## src/rtl/flashpe_pkg.sv

```systemverilog
package flashpe_pkg;

    typedef enum logic [1:0] {
        OP_IDLE = 2'd0,
        OP_MASS = 2'd1,
        OP_SECT = 2'd2,
        OP_PROG = 2'd3
    } op_e;

    typedef struct packed {
        logic align;
        logic size;
        logic seq;
    } err_t;

    // control register bit positions
    localparam int CB_PGEN  = 0;
    localparam int CB_SECT  = 1;
    localparam int CB_MASS  = 2;
    localparam int CB_SNUM  = 4;
    localparam int CB_START = 8;

    // status register bit positions
    localparam int SB_BUSY  = 0;
    localparam int SB_ALIGN = 1;
    localparam int SB_SIZE  = 2;
    localparam int SB_SEQ   = 3;

    function automatic logic [3:0] size_to_bytes(input logic [1:0] sz);
        return 4'd1 << sz;
    endfunction

endpackage

```

## src/rtl/flashpe_wcheck.sv

```systemverilog
module flashpe_wcheck #(
    parameter int ROW_BYTES = 16,
    parameter int ADDR_W    = 7
) (
    input  logic [ADDR_W-1:0] wr_addr,
    input  logic [1:0]        wr_size,
    input  logic [1:0]        par_cfg,
    input  logic              pgm_en,
    output logic              bad_align,
    output logic              bad_size,
    output logic              bad_seq,
    output logic              ok
);
    import flashpe_pkg::*;

    localparam int ROW_W = $clog2(ROW_BYTES);

    logic [ROW_W-1:0] row_off;
    logic [3:0]       nbytes;
    logic             unused_hi;

    assign row_off   = wr_addr[ROW_W-1:0];
    assign unused_hi = ^wr_addr;
    assign nbytes    = size_to_bytes(wr_size);

    always_comb begin
        bad_seq   = !pgm_en;
        bad_size  = (wr_size != par_cfg);
        bad_align = (32'(row_off) + 32'(nbytes)) > 32'(ROW_BYTES);
        ok        = !(bad_seq || bad_size || bad_align);
    end

endmodule

```

## src/rtl/flashpe_array.sv

```systemverilog
module flashpe_array #(
    parameter int SECTORS    = 8,
    parameter int SECT_BYTES = 16
) (
    input  logic                                    clk,
    input  logic                                    rst_n,
    input  logic                                    do_mass,
    input  logic                                    do_sect,
    input  logic [$clog2(SECTORS)-1:0]              sect_idx,
    input  logic                                    do_prog,
    input  logic [$clog2(SECTORS*SECT_BYTES)-1:0]   prog_addr,
    input  logic [63:0]                             prog_data,
    input  logic [1:0]                              prog_size,
    input  logic [$clog2(SECTORS*SECT_BYTES)-4:0]   rd_addr,
    output logic [63:0]                             rd_data
);
    import flashpe_pkg::*;

    localparam int BYTES  = SECTORS * SECT_BYTES;
    localparam int ADDR_W = $clog2(BYTES);
    localparam int SECT_W = $clog2(SECTORS);

    logic [7:0] cell_w [BYTES];
    logic [3:0] nbytes;

    assign nbytes = size_to_bytes(prog_size);

    for (genvar b = 0; b < BYTES; b++) begin : g_cell
        logic [ADDR_W-1:0] rel;
        logic              hit;
        logic              wipe;
        logic [7:0]        new_byte;
        logic [7:0]        cell_q;

        assign rel      = ADDR_W'(b) - prog_addr;
        assign hit      = do_prog && (32'(rel) < 32'(nbytes));
        assign wipe     = do_mass || (do_sect && (sect_idx == SECT_W'(b / SECT_BYTES)));
        assign new_byte = prog_data[{rel[2:0], 3'b000} +: 8];

        always_ff @(posedge clk) begin
            if (!rst_n) begin
                cell_q <= 8'hFF;
            end else if (wipe) begin
                cell_q <= 8'hFF;
            end else if (hit) begin
                cell_q <= cell_q & new_byte;
            end
        end

        assign cell_w[b] = cell_q;
    end

    always_comb begin
        for (int k = 0; k < 8; k++) begin
            rd_data[8*k +: 8] = cell_w[{rd_addr, 3'(k)}];
        end
    end

endmodule

```

## src/rtl/flashpe_ctrl.sv

```systemverilog
module flashpe_ctrl #(
    parameter int SECTORS    = 8,
    parameter int SECT_BYTES = 16,
    parameter int ROW_BYTES  = 16,
    parameter int PROG_CYC   = 4,
    parameter int ERASE_CYC  = 32
) (
    input  logic                                  clk,
    input  logic                                  rst_n,
    input  logic                                  reg_we,
    input  logic                                  reg_addr,
    input  logic [31:0]                           reg_wdata,
    output logic [31:0]                           reg_rdata,
    input  logic                                  wr_valid,
    input  logic [$clog2(SECTORS*SECT_BYTES)-1:0] wr_addr,
    input  logic [63:0]                           wr_data,
    input  logic [1:0]                            wr_size,
    input  logic [1:0]                            par_cfg,
    input  logic [$clog2(SECTORS*SECT_BYTES)-4:0] rd_addr,
    output logic [63:0]                           rd_data,
    output logic                                  busy_o
);
    import flashpe_pkg::*;

    localparam int BYTES  = SECTORS * SECT_BYTES;
    localparam int ADDR_W = $clog2(BYTES);
    localparam int SECT_W = $clog2(SECTORS);
    localparam int MAXC   = (ERASE_CYC > PROG_CYC) ? ERASE_CYC : PROG_CYC;
    localparam int CNT_W  = $clog2(MAXC) + 1;
    localparam logic [CNT_W-1:0] ERASE_LOAD = CNT_W'(ERASE_CYC - 1);
    localparam logic [CNT_W-1:0] PROG_LOAD  = CNT_W'(PROG_CYC - 1);

    typedef struct packed {
        logic              pgm_en;
        logic              sect_sel;
        logic              mass_sel;
        logic [SECT_W-1:0] snum;
        op_e               op;
        logic              busy;
        logic [CNT_W-1:0]  cnt;
        err_t              err;
        logic              pend;
        logic [ADDR_W-1:0] paddr;
        logic [63:0]       pdata;
        logic [1:0]        psize;
    } st_t;

    localparam st_t RST_ST = '0;

    st_t  st_d, st_q;
    logic finish, ctrl_wr, stat_wr, start_cmd, erase_go, wr_take, prog_go;
    logic bad_align, bad_size, bad_seq, chk_ok;
    logic pgm_en_w, err_align_w, err_size_w, err_seq_w;
    logic unused_wdata;

    assign unused_wdata = ^reg_wdata;

    flashpe_wcheck #(
        .ROW_BYTES (ROW_BYTES),
        .ADDR_W    (ADDR_W)
    ) wcheck_i (
        .wr_addr   (wr_addr),
        .wr_size   (wr_size),
        .par_cfg   (par_cfg),
        .pgm_en    (st_q.pgm_en),
        .bad_align (bad_align),
        .bad_size  (bad_size),
        .bad_seq   (bad_seq),
        .ok        (chk_ok)
    );

    flashpe_array #(
        .SECTORS    (SECTORS),
        .SECT_BYTES (SECT_BYTES)
    ) array_i (
        .clk       (clk),
        .rst_n     (rst_n),
        .do_mass   (finish && (st_q.op == OP_MASS)),
        .do_sect   (finish && (st_q.op == OP_SECT)),
        .sect_idx  (st_q.snum),
        .do_prog   (finish && (st_q.op == OP_PROG)),
        .prog_addr (st_q.paddr),
        .prog_data (st_q.pdata),
        .prog_size (st_q.psize),
        .rd_addr   (rd_addr),
        .rd_data   (rd_data)
    );

    always_comb begin
        st_d      = st_q;
        finish    = st_q.busy && (st_q.cnt == '0);
        ctrl_wr   = reg_we && (reg_addr == 1'b0) && !st_q.busy;
        stat_wr   = reg_we && (reg_addr == 1'b1);
        start_cmd = ctrl_wr && reg_wdata[CB_START];
        erase_go  = start_cmd && (reg_wdata[CB_MASS] != reg_wdata[CB_SECT]);
        wr_take   = wr_valid && !st_q.busy;
        prog_go   = wr_take && chk_ok;

        // write-one-to-clear, then any new failure sets again
        if (stat_wr) begin
            if (reg_wdata[SB_ALIGN]) st_d.err.align = 1'b0;
            if (reg_wdata[SB_SIZE])  st_d.err.size  = 1'b0;
            if (reg_wdata[SB_SEQ])   st_d.err.seq   = 1'b0;
        end
        if (wr_take) begin
            st_d.err.align = st_d.err.align | bad_align;
            st_d.err.size  = st_d.err.size  | bad_size;
            st_d.err.seq   = st_d.err.seq   | bad_seq;
        end

        if (ctrl_wr) begin
            st_d.pgm_en   = reg_wdata[CB_PGEN];
            st_d.sect_sel = reg_wdata[CB_SECT];
            st_d.mass_sel = reg_wdata[CB_MASS];
            st_d.snum     = reg_wdata[CB_SNUM +: SECT_W];
        end

        if (st_q.busy) begin
            if (!finish) begin
                st_d.cnt = st_q.cnt - 1'b1;
            end else if ((st_q.op != OP_PROG) && st_q.pend) begin
                st_d.op   = OP_PROG;
                st_d.pend = 1'b0;
                st_d.cnt  = PROG_LOAD;
            end else begin
                st_d.busy = 1'b0;
                st_d.op   = OP_IDLE;
            end
        end else if (erase_go) begin
            st_d.busy = 1'b1;
            st_d.op   = reg_wdata[CB_MASS] ? OP_MASS : OP_SECT;
            st_d.cnt  = ERASE_LOAD;
            if (prog_go) begin
                st_d.pend  = 1'b1;
                st_d.paddr = wr_addr;
                st_d.pdata = wr_data;
                st_d.psize = wr_size;
            end
        end else if (prog_go) begin
            st_d.busy  = 1'b1;
            st_d.op    = OP_PROG;
            st_d.cnt   = PROG_LOAD;
            st_d.paddr = wr_addr;
            st_d.pdata = wr_data;
            st_d.psize = wr_size;
        end
    end

    always_ff @(posedge clk) begin
        if (!rst_n) begin
            st_q <= RST_ST;
        end else begin
            st_q <= st_d;
        end
    end

    always_comb begin
        reg_rdata = '0;
        if (reg_addr == 1'b0) begin
            reg_rdata[CB_PGEN]            = st_q.pgm_en;
            reg_rdata[CB_SECT]            = st_q.sect_sel;
            reg_rdata[CB_MASS]            = st_q.mass_sel;
            reg_rdata[CB_SNUM +: SECT_W]  = st_q.snum;
        end else begin
            reg_rdata[SB_BUSY]  = st_q.busy;
            reg_rdata[SB_ALIGN] = st_q.err.align;
            reg_rdata[SB_SIZE]  = st_q.err.size;
            reg_rdata[SB_SEQ]   = st_q.err.seq;
        end
    end

    assign busy_o      = st_q.busy;
    assign pgm_en_w    = st_q.pgm_en;
    assign err_align_w = st_q.err.align;
    assign err_size_w  = st_q.err.size;
    assign err_seq_w   = st_q.err.seq;

endmodule

```

## config.mk

```make
export PLATFORM = sky130hd
export DESIGN_NAME = flashpe_ctrl
export DESIGN_NICKNAME = d
export VERILOG_FILES = /design/src/rtl/flashpe_pkg.sv /design/src/rtl/flashpe_wcheck.sv /design/src/rtl/flashpe_array.sv /design/src/rtl/flashpe_ctrl.sv
export SDC_FILE = /design/constraint.sdc
export NUM_CORES = 2
export LEC_CHECK = 0
export BUFFER_PORTS_ARGS = -buffer_cell sky130_fd_sc_hd__buf_2
export CAP_MARGIN = 30
export CORE_MARGIN = 2
export CORE_UTILIZATION = 35
export CTS_CLUSTER_DIAMETER = 120
export CTS_CLUSTER_SIZE = 8
export DETAILED_ROUTE_END_ITERATION = 7
export SYNTH_ARGS = -nofsm -noshare
export SYNTH_HDL_FRONTEND = slang
export SYNTH_SLANG_ARGS = --single-unit
```

## constraint.sdc

```tcl
create_clock -name clk -period 8.3 [get_ports clk]
set_input_delay 0 -clock clk [delete_from_list [all_inputs] [get_ports clk]]
set_output_delay 0 -clock clk [all_outputs]
set_load 0.02 [all_outputs]
```

==> results_dict.tcl <==
set metrics [dict create \
    status "finished clean" \
    power_density_nw_per_um2 203 \
    slew_viol_final 0 \
    pre_cts_ws_ns 3.40 \
    rr_startpoint "st_q[68]" \
    min_from "wr_data[59]" \
    cts_tree "yes" \
    gp_congestion 0.960 \
    globalRouteTotalUtil 0.233 \
    ys_seq_area_frac 0.453 \
    p_clk_frac 0.493 \
    initial_core_util 0.353 \
    crit_slowest_cell "nor3b_2" \
    drt_pass1_iterations 5 \
    clock_sinks 1116 \
    max_stage_delay_ns 0.76 \
    grt_pass1_vias 38400 \
    leakagePower_nw 19.5 \
    maxCapViolCount 0 \
    switching_share 0.233 \
    comb_power_share 0.047 \
    worst-path-max-fanout 29 \
    port-buffer-count 163 \
    internal_power_mw 8.99 \
    dpl.hpwl_microns 110000 \
    fin_tns_setup_ns 0 \
    ios 213 \
    grt_pass1_wl_microns 250000 \
    detail_route.wl_per_cell_microns 24.5 \
    h-tree-depth 4 \
    grt_antenna_before_repair 8 \
    crit_path_end_kind "register" \
    synth_seq_cells 1116 \
    ys_types 80 \
    ir_drop_v 0.000178 \
    clk_latency_ns 0.79 \
    vias 39600 \
    rsz0062_at_grt "no" \
    drive_above_1_share 0.184 \
    min_period_ns 5.00 \
    startpoint "st_q[68]" \
    die_x_microns 379 \
    slew_headroom 0.280 \
    hold_viol_final 0 \
    postRouteWirelength_microns 170000 \
    gr-total-overflow 0 \
    syn_inst 4835 \
    cts_buffers 157 \
    clock_skew_ns 0.0338 \
    p_sw_mw 2.73 \
    viasPerCell 5.72 \
    p_seq_frac 0.460 \
    yosys_warnings 0 \
    nets 5208 \
    syn_avg_cell_area_sq_um 10.2 \
    core_area_sq_um 140000 \
    antenna_left 0 \
    core.rowCount 137 \
    path_class "register to register" \
    max_freq_ghz 0.200 \
    die_y_microns 379 \
    synth_edf_count 0 \
    path_cells "buf_4 -> inv_1 -> ha_1 -> clkinv_1 -> ha_1 -> a21o_1 -> a21o_1 -> a2111oi_0 -> nor2b_1 -> nor3b_2 -> a21oi_1" \
    synthArstFlopShare 0 \
    start_kind "register" \
    synth_area_sq_um 49300 \
    setup_viol 0 \
    die_area_sq_um 144000 \
    syn2layout_area_growth_pct 17.3 \
    hold_class "input pin to register" \
    setup_ws_ns 3.30 \
    drc 0 \
    clk_pin_slew_ns 0.05 \
    period_share 0.603 \
    grt_max_degree 117 \
    ys.flop_type "dfxtp_1" \
    tightest_slew_ns 1.07 \
    crit_arrival_ns 5.62 \
    antenna_cells 0 \
    cts-root-buf "clkbuf_16" \
    drt_first_iter_violations 4226 \
    cts_buffer_depth 3 \
    cp_data_required_time_ns 8.92 \
]
[stage by stage]
stage / hold WS, ns / utilization / instance area [sq um] / power [mW] / std cells
global placement: 0.236 / 0.372 / 51900 / 5.97 / 6595
global route: 0.0308 / 0.414 / 57800 / 12.1 / 6926
floorplan: 0.139 / - / 49400 / 5.81 / 4859
detailed placement: 0.241 / 0.374 / 52200 / 5.98 / 6617
CTS: 0.000359 / 0.414 / 57800 / 11.8 / 6923
finish: 0.0189 / 0.414 / 57800 / 11.7 / 6926
[placed cells by master, fill, tap and decap left out, drive strengths merged, types with 36 or more instances in the layout]
cell         netlist  layout
o22a             248     248
buf              139     277
dlygate4sd3        0     131
mux4             384     384
xnor2             84      84
a21o             107     107
nor2             718     718
nand2            410     410
mux2i             89      89
a21oi            636     636
clkbuf           254     162
o21ai            135     135
inv               60      67
and2              44      44
ha                57      57
dfxtp           1116    1116
nor3              37      37
xor2              36      36
[critical path, delay by kind of cell, from the launching register on]
kind	cells	cell delay (ns)
DFF	1	0.30
buffers and inverters	3	1.18
and+or+nand+nor	2	1.01
adders and majority gates	2	1.27
AOI/OAI and AO/OA	4	1.07
[state kept, by name, summed over array words and instances (netlist names)]
register / flops
busy_o: 1
err_seq_w: 1
pgm_en_w: 1
err_size_w: 1
array_i.g_cell.cell_q: 1024
err_align_w: 1
st_q: 87
[power by group through the flow]
stage / Clock [mW] / Combinational [mW] / Sequential, mW
2_1_floorplan: 0 / 0.324 / 5.49
3_3_place_gp: 0 / 0.481 / 5.49
3_5_place_dp: 0 / 0.489 / 5.49
4_1_cts: 5.86 / 0.538 / 5.39
5_1_grt: 6.10 / 0.573 / 5.38
6_report: 5.78 / 0.547 / 5.39
[metal layers]
layer	global-route usage	wire length (microns)	vias up
met5	0	47	-
met1	0.310	69900	19700
li1	-	-	17700
met3	0.0471	15300	348
met2	0.366	77000	1836
met4	0.102	7270	8
[cell type report]
| type | count | area [sq um] |
|---|---|---|
| fill | 13300 | 81900 |
| multi-input combinational | 3289 | 25500 |
| sequential | 1116 | 22400 |
| clock buffer | 161 | 3990 |
| timing repair buffer | 409 | 3180 |
| tap | 1876 | 2350 |
| clock inverter | 14 | 300 |
| inverter | 61 | 229 |
[cell usage after synthesis, drive strengths merged, types with 28 or more instances]
cell / number / area, sq um
buf: 139 / 707
xor2: 36 / 315
o21ai: 135 / 676
nand2: 410 / 1540
a21oi: 636 / 3180
nand3: 28 / 140
o22a: 248 / 2170
ha: 57 / 713
mux4: 384 / 8650
mux2i: 89 / 891
and2: 44 / 275
nor2: 718 / 2700
clkbuf: 254 / 955
dfxtp: 1116 / 22300
inv: 60 / 225
nor3: 37 / 210
xnor2: 84 / 736
a21o: 107 / 803
[final timing paths]
kind	end	slack, ns	depth (start not counted)
worst max-delay path	array_i.g_cell[125].cell_q[3]	3.30	11
worst min-delay path	st_q[61]	0.02	4
worst max register to register	array_i.g_cell[125].cell_q[3]	3.30	11
worst min register to register	array_i.g_cell[49].cell_q[6]	0.44	1
[kinds of logic (layout without fill, tap and decap cells)]
group                      count (synthesis)  after routing  synth area share
AOI/OAI and AO/OA                       1193           1193             0.150
xor gates and xnor gates                 120            120            0.0213
adders and majority gates                 58             58            0.0149
buffers and inverters                    454            645            0.0383
DFF                                     1116           1116             0.453
muxes                                    475            475             0.194
other                                      1             25         0.0000760
and+or+nand+nor                         1418           1418             0.128
[what timing repair did]
| item | 4_1_cts | 5_1_grt |
|---|---|---|
| resized for setup | 0 | 0 |
| endpoints found under the hold margin | 97 | 0 |
| hold buffers | 131 | 0 |
| buffers inserted | 0 | 0 |
(Power assumes the default switching activity.)
